`config.mk`:
```
export PLATFORM = sky130hd
export DESIGN_NAME = buck_gate_seq
export DESIGN_NICKNAME = d
export VERILOG_FILES = /design/src/rtl/gate_pkg.sv /design/src/rtl/gate_mode_ctl.sv /design/src/rtl/gate_interlock.sv /design/src/rtl/buck_gate_seq.sv
export SDC_FILE = /design/constraint.sdc
export NUM_CORES = 1
export LEC_CHECK = 0
export BUFFER_PORTS_ARGS = -buffer_cell sky130_fd_sc_hd__clkbuf_2
export CORE_MARGIN = 2
export CORE_UTILIZATION = 35
export DETAILED_ROUTE_END_ITERATION = 6
export PLACE_DENSITY = 0.7
export SYNTH_ARGS = -nofsm -noshare
export SYNTH_HDL_FRONTEND = slang
export SYNTH_SLANG_ARGS = --single-unit
```
`constraint.sdc`:
```
create_clock -name clk -period 1.6 [get_ports clk]
set_clock_uncertainty 0.1 [all_clocks]
set_input_delay 0.16 -clock clk [delete_from_list [all_inputs] [get_ports clk]]
set_output_delay 0.16 -clock clk [all_outputs]
set_load 0.01 [all_outputs]
```
`src/rtl/gate_pkg.sv`:
```
package gate_pkg;

  typedef enum logic [1:0] {
    CMD_LOW  = 2'b00,
    CMD_HIGH = 2'b01,
    CMD_MID  = 2'b10,
    CMD_MIDX = 2'b11
  } gate_cmd_e;

  localparam int SW_HS = 0;
  localparam int SW_LS = 1;

  // Mid is any code with the upper bit set.
  function automatic logic cmd_is_mid(logic [1:0] c);
    return c[1];
  endfunction

  // A turn-on is allowed once the count of off cycles reaches the dead time.
  function automatic logic gap_met(int unsigned off_cycles, int unsigned dead);
    return off_cycles >= dead;
  endfunction

endpackage

```
`src/rtl/gate_mode_ctl.sv`:
```
module gate_mode_ctl
  import gate_pkg::*;
(
  input  logic       clk,
  input  logic       rst_n,
  input  logic       drv_en,
  input  logic [1:0] pwm_cmd,
  input  logic       i_zero,
  input  logic       clamp_pos,
  input  logic       clamp_neg,
  input  logic       hs_on_q,
  input  logic       ls_on_q,
  output logic       hs_req,
  output logic       ls_req,
  output logic       hs_cut_evt,
  output logic       ls_cut_evt,
  output logic       de_stop_evt
);

  logic cmd_high, cmd_low, cmd_mid;
  logic hs_cut_q, ls_cut_q, de_done_q;
  logic ls_block;

  assign cmd_high = (pwm_cmd == CMD_HIGH);
  assign cmd_low  = (pwm_cmd == CMD_LOW);
  assign cmd_mid  = cmd_is_mid(pwm_cmd);

  // Named events for the checks.
  assign hs_cut_evt  = clamp_pos & hs_on_q;
  assign ls_cut_evt  = clamp_neg & ls_on_q;
  assign de_stop_evt = cmd_mid & i_zero;

  always_ff @(posedge clk or negedge rst_n) begin
    if (!rst_n) begin
      hs_cut_q  <= 1'b0;
      ls_cut_q  <= 1'b0;
      de_done_q <= 1'b0;
    end else begin
      // The high-side cut is held while the command stays high.
      hs_cut_q  <= cmd_high ? (hs_cut_q | hs_cut_evt) : 1'b0;
      // The low-side cut is released by the next high command.
      ls_cut_q  <= cmd_high ? 1'b0 : (ls_cut_q | ls_cut_evt);
      // The zero-current stop is held for the rest of the mid interval.
      de_done_q <= cmd_mid ? (de_done_q | de_stop_evt) : 1'b0;
    end
  end

  assign ls_block = ls_cut_q | ls_cut_evt;

  always_comb begin
    hs_req = drv_en & cmd_high & ~hs_cut_q & ~hs_cut_evt;
    ls_req = drv_en & ~ls_block &
             (cmd_low | (cmd_mid & ~de_done_q & ~i_zero));
  end

  // the two requests come from disjoint command decodes.
  a_r7_req_exclusive: assert property (@(posedge clk) disable iff (!rst_n)
    !(hs_req && ls_req));

  // a latched cut keeps the high side unrequested while the command stays high.
  a_r5_cut_holds: assert property (@(posedge clk) disable iff (!rst_n)
    (hs_cut_evt && cmd_high) |=> (!hs_req || !cmd_high ||
                                  $past(pwm_cmd) != pwm_cmd));

endmodule

```
`src/rtl/gate_interlock.sv`:
```
module gate_interlock
  import gate_pkg::*;
#(
  parameter int DT_W = 4
) (
  input  logic            clk,
  input  logic            rst_n,
  input  logic            hs_req,
  input  logic            ls_req,
  input  logic [DT_W-1:0] dead_cyc,
  output logic            hs_on,
  output logic            ls_on,
  output logic [1:0]      turn_on_evt
);

  localparam logic [DT_W-1:0] CNT_MAX = '1;
  localparam logic [DT_W-1:0] CNT_ONE = DT_W'(1);

  logic [1:0]      req;
  logic [1:0]      on_q;
  logic [1:0]      on_d;
  logic [DT_W-1:0] off_cnt;
  logic            any_on;
  logic            gap_ok;

  assign req[SW_HS] = hs_req;
  assign req[SW_LS] = ls_req;
  assign any_on     = |on_q;
  assign gap_ok     = gap_met(32'(off_cnt), 32'(dead_cyc));

  // Counts the cycles with both gates off; it saturates and is seeded full at reset.
  always_ff @(posedge clk or negedge rst_n) begin
    if (!rst_n)              off_cnt <= CNT_MAX;
    else if (any_on)         off_cnt <= CNT_ONE;
    else if (off_cnt != CNT_MAX) off_cnt <= off_cnt + CNT_ONE;
  end

  for (genvar i = 0; i < 2; i++) begin : g_sw
    // Break before make: the opposite gate must already be low.
    assign on_d[i]        = req[i] & ~on_q[1-i] & (on_q[i] | gap_ok);
    assign turn_on_evt[i] = on_d[i] & ~on_q[i];

    always_ff @(posedge clk or negedge rst_n) begin
      if (!rst_n) on_q[i] <= 1'b0;
      else        on_q[i] <= on_d[i];
    end

    // every rising gate had its partner low in the cycle before.
    a_r8_break_first: assert property (@(posedge clk) disable iff (!rst_n)
      $rose(on_q[i]) |-> $past(!on_q[1-i]));

    // a gate rises only when it was requested at that edge.
    a_r8_rise_requested: assert property (@(posedge clk) disable iff (!rst_n)
      $rose(on_q[i]) |-> $past(req[i]));
  end

  assign hs_on = on_q[SW_HS];
  assign ls_on = on_q[SW_LS];

endmodule

```
`src/rtl/buck_gate_seq.sv`:
```
module buck_gate_seq
  import gate_pkg::*;
#(
  parameter int DT_W = 4
) (
  input  logic            clk,
  input  logic            rst_n,
  input  logic            drv_en,
  input  logic [1:0]      pwm_cmd,
  input  logic            i_zero,
  input  logic            clamp_pos,
  input  logic            clamp_neg,
  input  logic [DT_W-1:0] dead_cyc,
  output logic            hs_gate,
  output logic            ls_gate
);

  logic       hs_req, ls_req;
  logic       hs_cut_evt, ls_cut_evt, de_stop_evt;
  logic [1:0] turn_on_evt;

  gate_mode_ctl u_mode (
    .clk         (clk),
    .rst_n       (rst_n),
    .drv_en      (drv_en),
    .pwm_cmd     (pwm_cmd),
    .i_zero      (i_zero),
    .clamp_pos   (clamp_pos),
    .clamp_neg   (clamp_neg),
    .hs_on_q     (hs_gate),
    .ls_on_q     (ls_gate),
    .hs_req      (hs_req),
    .ls_req      (ls_req),
    .hs_cut_evt  (hs_cut_evt),
    .ls_cut_evt  (ls_cut_evt),
    .de_stop_evt (de_stop_evt)
  );

  gate_interlock #(.DT_W(DT_W)) u_lock (
    .clk         (clk),
    .rst_n       (rst_n),
    .hs_req      (hs_req),
    .ls_req      (ls_req),
    .dead_cyc    (dead_cyc),
    .hs_on       (hs_gate),
    .ls_on       (ls_gate),
    .turn_on_evt (turn_on_evt)
  );

  // the gates never overlap.
  a_r7_no_overlap: assert property (@(posedge clk) disable iff (!rst_n)
    !(hs_gate && ls_gate));

  // the enable overrides every other input.
  a_r9_disable_off: assert property (@(posedge clk) disable iff (!rst_n)
    !drv_en |=> (!hs_gate && !ls_gate));

  // the positive clamp ends the high-side pulse.
  a_r5_pos_clamp: assert property (@(posedge clk) disable iff (!rst_n)
    hs_cut_evt |=> !hs_gate);

  // the negative clamp ends low-side conduction.
  a_r6_neg_clamp: assert property (@(posedge clk) disable iff (!rst_n)
    ls_cut_evt |=> !ls_gate);

  // the zero-current flag in mid ends low-side conduction.
  a_r3_zero_stop: assert property (@(posedge clk) disable iff (!rst_n)
    de_stop_evt |=> !ls_gate);

  // the high side conducts only after a high command.
  a_r1_hs_needs_high: assert property (@(posedge clk) disable iff (!rst_n)
    hs_gate |-> ($past(pwm_cmd) == CMD_HIGH));

  // the low side never conducts after a high command.
  a_r2_ls_not_high: assert property (@(posedge clk) disable iff (!rst_n)
    ls_gate |-> ($past(pwm_cmd) != CMD_HIGH));

  // the interlock reports at most one turn-on per edge.
  a_r8_single_turn_on: assert property (@(posedge clk) disable iff (!rst_n)
    $onehot0(turn_on_evt));

  // both gates are low while reset is held.
  always @(posedge clk) begin
    if (!rst_n) begin
      a_r10_reset_off: assert (!hs_gate && !ls_gate);
    end
  end

endmodule

```
# Word level (Yosys, flattened, before mapping)
# Cells that the tools add are included.
[totals] wordCells=45 output_inout_bits=2 regBits=9
[op_classes] muxes=5 bitwise_logic=27 reduce_logical=3 eq_ne=2 magnitude_cmp=1 addsub=1
[ops] op="$and A1 B1 Y1" n=14
[ops] op="$mux W4" n=2
[ops] op="$not A1 Y1" n=7
[ops] op="$or A1 B1 Y1" n=6
[ops] op="$add A4 B1 Y4 const B" n=1
[ops] op="$ge A4 B4 Y1" n=1
[ops] op="$ne A4 B4 Y1 const B" n=1
[ops] op="$mux W1" n=3
[ops] op="$eq A2 B1 Y1 const B" n=1
[ops] op="$logic_not A2 Y1" n=1
[ops] op="$reduce_bool A2 Y1" n=1
[ops] op="$reduce_or A2 Y1" n=1

# Depth between registers and ports, before layout
[logic_depth] ltp_word=7 depth_mapped=5 depth_no_buf=5

# Cells and area by module
# Synthesis repeated with hierarchy kept, for this count alone.
[unflattened] cells_unflattened=51 area_unflattened_um2=534.3
[by_module_without_submodules] mod="gate_interlock" seq_area_each_um2=155.1 cells_per_inst=37 area_per_inst_um2=382.9 instances=1
[by_module_without_submodules] mod="gate_mode_ctl" seq_area_each_um2=75.1 cells_per_inst=14 area_per_inst_um2=151.4 instances=1

# Worst setup path after synthesis
# Ideal clock, no wire load.
[synth_timing] path_type="reg-to-reg" startpoint="reg u_lock.off_cnt[0]" endpoint="reg u_lock.on_q[0], in the netlist u_lock.hs_on" period_less_slack_ns=1.607 slack_ns=-0.007 setup_ns=0.134 t_arrival_ns=1.373 path_stages_with_launch=6 n_path_buf=0 cell_sequence="dfstp_2 -> inv_1 -> ha_1 -> or3b_1 -> o2111ai_1 -> a21oi_1"
[synth_via] elab_chain_cells=3
[synth_rtl] item="from (decl)" line_no="gate_interlock.sv:22" source="logic [DT_W-1:0] off_cnt;"
[synth_rtl] item="from (signal assigned)" line_no="gate_interlock.sv:35" source="else if (off_cnt != CNT_MAX) off_cnt <= off_cnt + CNT_ONE;"
[synth_rtl] item="$ge A4 B4 Y1" line_no="gate_pkg.sv:20" source="return off_cycles >= dead;"
[synth_rtl] item="$or A1 B1 Y1" line_no="gate_interlock.sv:40" source="assign on_d[i] = req[i] & ~on_q[1-i] & (on_q[i] | gap_ok);"
[synth_rtl] item="$and A1 B1 Y1" line_no="gate_interlock.sv:40"
[synth_rtl] item="named net u_lock.on_d[0]" line_no="gate_interlock.sv:21" source="logic [1:0] on_d;"
[synth_rtl] item="to (signal, indexed assignment)" line_no="gate_interlock.sv:45" source="else on_q[i] <= on_d[i];"
[synth_rtl] item="to (decl)" line_no="gate_interlock.sv:20" source="logic [1:0] on_q;"
# The timed path passes the listed nets, and every way through them passes these cells.
# A chain may end at the register's enable or synchronous reset.

# Worst setup path after layout
[layout_timing] startpoint="reg u_lock.off_cnt[0]" endpoint="reg u_lock.on_q[1], in the netlist u_lock.ls_on"
# The elaborated chain is that of the path after synthesis.

==> metrics.cfg <==
[yosys]
ys.warnings.count=0
syn_inst=45
syn_area_sq_um=498
ys_seq_area_share_pct=46.2
syn_area_per_cell_sq_um=11.1
ys_types=23
ys_ff_latch=9
synth_fp_nets=62

[setup_path]
crit_type=flop to flop
worstPathMaxFanout=3
cpMaxStageDelayCell=dfstp_2
r2r_setup_slack_ns=0.03
cp-end-kind=flop
cp.buffers_inverters=1
path_cells=inv_2 -> ha_4 -> or3b_4 -> o2111ai_4 -> a21oi_2
slowest_delay_ns=0.56
start_kind=flop
path_delay_family=flip-flops
cp.arrival_ns=1.62
worstPathRequired_ns=1.65

[placed_design]
dp_hpwl_um=775
place_area_sq_um=626
gp_congestion=0.671
port_buffers=13

[cts]
h-tree-depth=1
cts_tree=done
clk-insertion-delay-late_ns=0.26
clock-sinks=9
cts_root_buffer=clkbuf_4
cts_inserted_buffers=3
clock_path_buffers=2
clk_pin_slew_worst_paths_ns=0.07

[finish]
final_core_util_pct=53.8
nets=87
area_growth_pct=42.5
nFillCells=126
drive_gt1_share_pct=55.1
diodes=0
design_area_sq_um=709

[global_routing]
grt_overflow=0
grt_pass1_vias=421
grt_max_degree=10
antenna_found_initial=0
grt_pass1_wl_mm=1.79
grt_usage_pct=14.2

[routing]
drtIter0Drc=6
drc=0
num_vias=412
firstDrtPassIters=3
wl_mm=1.04
detail-route-antenna-nets=0
viasPerCell=4.90
wl_per_cell_um=12.4

[die]
die_w_um=41.7
io_pins=14
core_area_sq_mm=0.00132
die_h_um=41.7
start_util_pct=37.8
dieArea_sq_mm=0.00174
num_rows=13

[timing]
maxSlewViolCount=0
max_freq_mhz=636
worstMarginPinSlew_ns=0.346
rsz0062_at_grt=true
final-hold-violation-count=0
finalCritPeriodShare_pct=98.3
setup_viol_count_final=0
hold_slack_ns=0.0307
min_period_ns=1.57
max-slew-margin-rel_pct=76.9

[power]
power_density_mw_per_mm2=1590
power.total_mw=1.13
leakage_nw=0.336
switching_share_pct=35.8
power.combinational.fraction_pct=47.7
power_frac_seq_pct=36.8
vdd_ir_drop_max_uv=699
intPower_uw=723
switching_power_uw=403
p_clk_share_pct=15.5

[flow_run]
drv_cap=0

[outcome]
status=completed

[min_path]
hold_path.class=input port to flop

cells in the final DEF (no fill, tap or decap), types with 2 or more instances in the layout:
cell      count
a21oi_1       2
nor2_1        2
nor3_1        2
clkbuf_2     13
dfrtp_1       5
a211oi_1      2
ha_1          3
buf_4         6
a21oi_2       2
inv_1         4
clkbuf_4      3
dfstp_2       4
nor2b_1       2
cell usage after synthesis:
| cell | count | area (sq um) |
|---|---|---|
| xnor2_1 | 1 | 8.76 |
| o21a_1 | 1 | 7.51 |
| dfstp_2 | 4 | 105 |
| o21ai_0 | 1 | 5.00 |
| a2111oi_0 | 1 | 8.76 |
| nor3_1 | 2 | 10.0 |
| nand3_1 | 2 | 10.0 |
| mux2i_1 | 1 | 10.0 |
| nor2b_1 | 2 | 12.5 |
| a31oi_1 | 1 | 6.26 |
| o2111ai_1 | 1 | 8.76 |
| nand2b_4 | 1 | 13.8 |
| a211oi_1 | 2 | 15.0 |
| or3b_1 | 1 | 8.76 |
| or3_2 | 1 | 7.51 |
| inv_1 | 5 | 18.8 |
| ha_1 | 5 | 62.6 |
| nor2_1 | 2 | 7.51 |
| a21oi_1 | 3 | 15.0 |
| or4b_4 | 1 | 13.8 |
| nand4b_1 | 1 | 8.76 |
| dfrtp_1 | 5 | 125 |
| a21oi_2 | 1 | 8.76 |
final cells by class:
cell class / count / area (sq um) / share of cell area, %
inverter: 5 / 18.8 / 2.65
clock buffer: 3 / 22.5 / 3.17
timing repair buffer: 20 / 120 / 16.9
sequential: 9 / 230 / 32.5
multi-input combinational: 31 / 294 / 41.4
clock inverter: 1 / 5.00 / 0.705
tap: 15 / 18.8 / 2.65
registers in the layout, summed over array words and instances (netlist names):
register,flops
u_lock.off_cnt,4
u_lock.hs_on,1
u_lock.ls_on,1
u_mode.de_done_q,1
u_mode.hs_cut_q,1
u_mode.ls_cut_q,1
layer usage:
metal | wire (um) | vias to the layer above | GRT usage (%)
met3 | 66 | 0 | 7.83
met5 | 0 | - | 0
li1 | - | 215 | -
met4 | 0 | 0 | 3.87
met1 | 498 | 185 | 17.6
met2 | 478 | 12 | 21.3
repair_timing:
| action | in CTS | in global routing |
|---|---|---|
| hold endpoints to repair | 9 | 0 |
| hold buffers | 1 | 0 |
| setup endpoints to repair | 2 | 4 |
| resized for setup | 2 | 6 |
| setup buffers | 1 | 0 |
| pin swaps | 3 | 3 |
| gates cloned | 0 | 0 |
per-stage QoR:
step / worst slack [ns] / TNS (ns) / instances
after floorplan: 0.0116 / 0 / 45
after global placement: -0.00958 / -0.00958 / 78
after detailed placement: -0.0308 / -0.0348 / 78
after CTS: -0.000574 / -0.000574 / 84
after global routing: -0.0205 / -0.0299 / 84
final: 0.0278 / 0 / 84
power groups by stage:
stage	Sequential, mW	Combinational [mW]	Clock, mW
floorplan	0.401	0.289	0
global placement	0.408	0.428	0
detailed placement	0.411	0.430	0
CTS	0.411	0.468	0.182
global route	0.424	0.599	0.207
finish	0.415	0.537	0.175
logic make-up (layout without fill, tap and decap cells):
group	Yosys count	in the layout	share of synthesized area, %
adders and majority gates	5	5	12.6
muxes	1	1	2.01
xor gates and xnor gates	1	1	1.76
AOI/OAI and AO/OA	11	11	15.1
and+or+nand+nor	13	13	18.6
DFF	9	9	46.2
buffers and inverters	5	29	3.77
final timing paths:
kind / endpoint / start / cells after the start
min in group asynchronous: u_mode.ls_cut_q / rst_n / 2
hold reg to reg: u_mode.ls_cut_q / u_mode.ls_cut_q / 2
max in group asynchronous: u_lock.off_cnt[3] / rst_n / 2
setup reg to reg: u_lock.ls_on / u_lock.off_cnt[0] / 5
hold / removal: u_mode.de_done_q / i_zero / 2
setup / recovery: u_lock.ls_on / u_lock.off_cnt[0] / 5
Note: power is estimated with default switching activity, not from simulation.
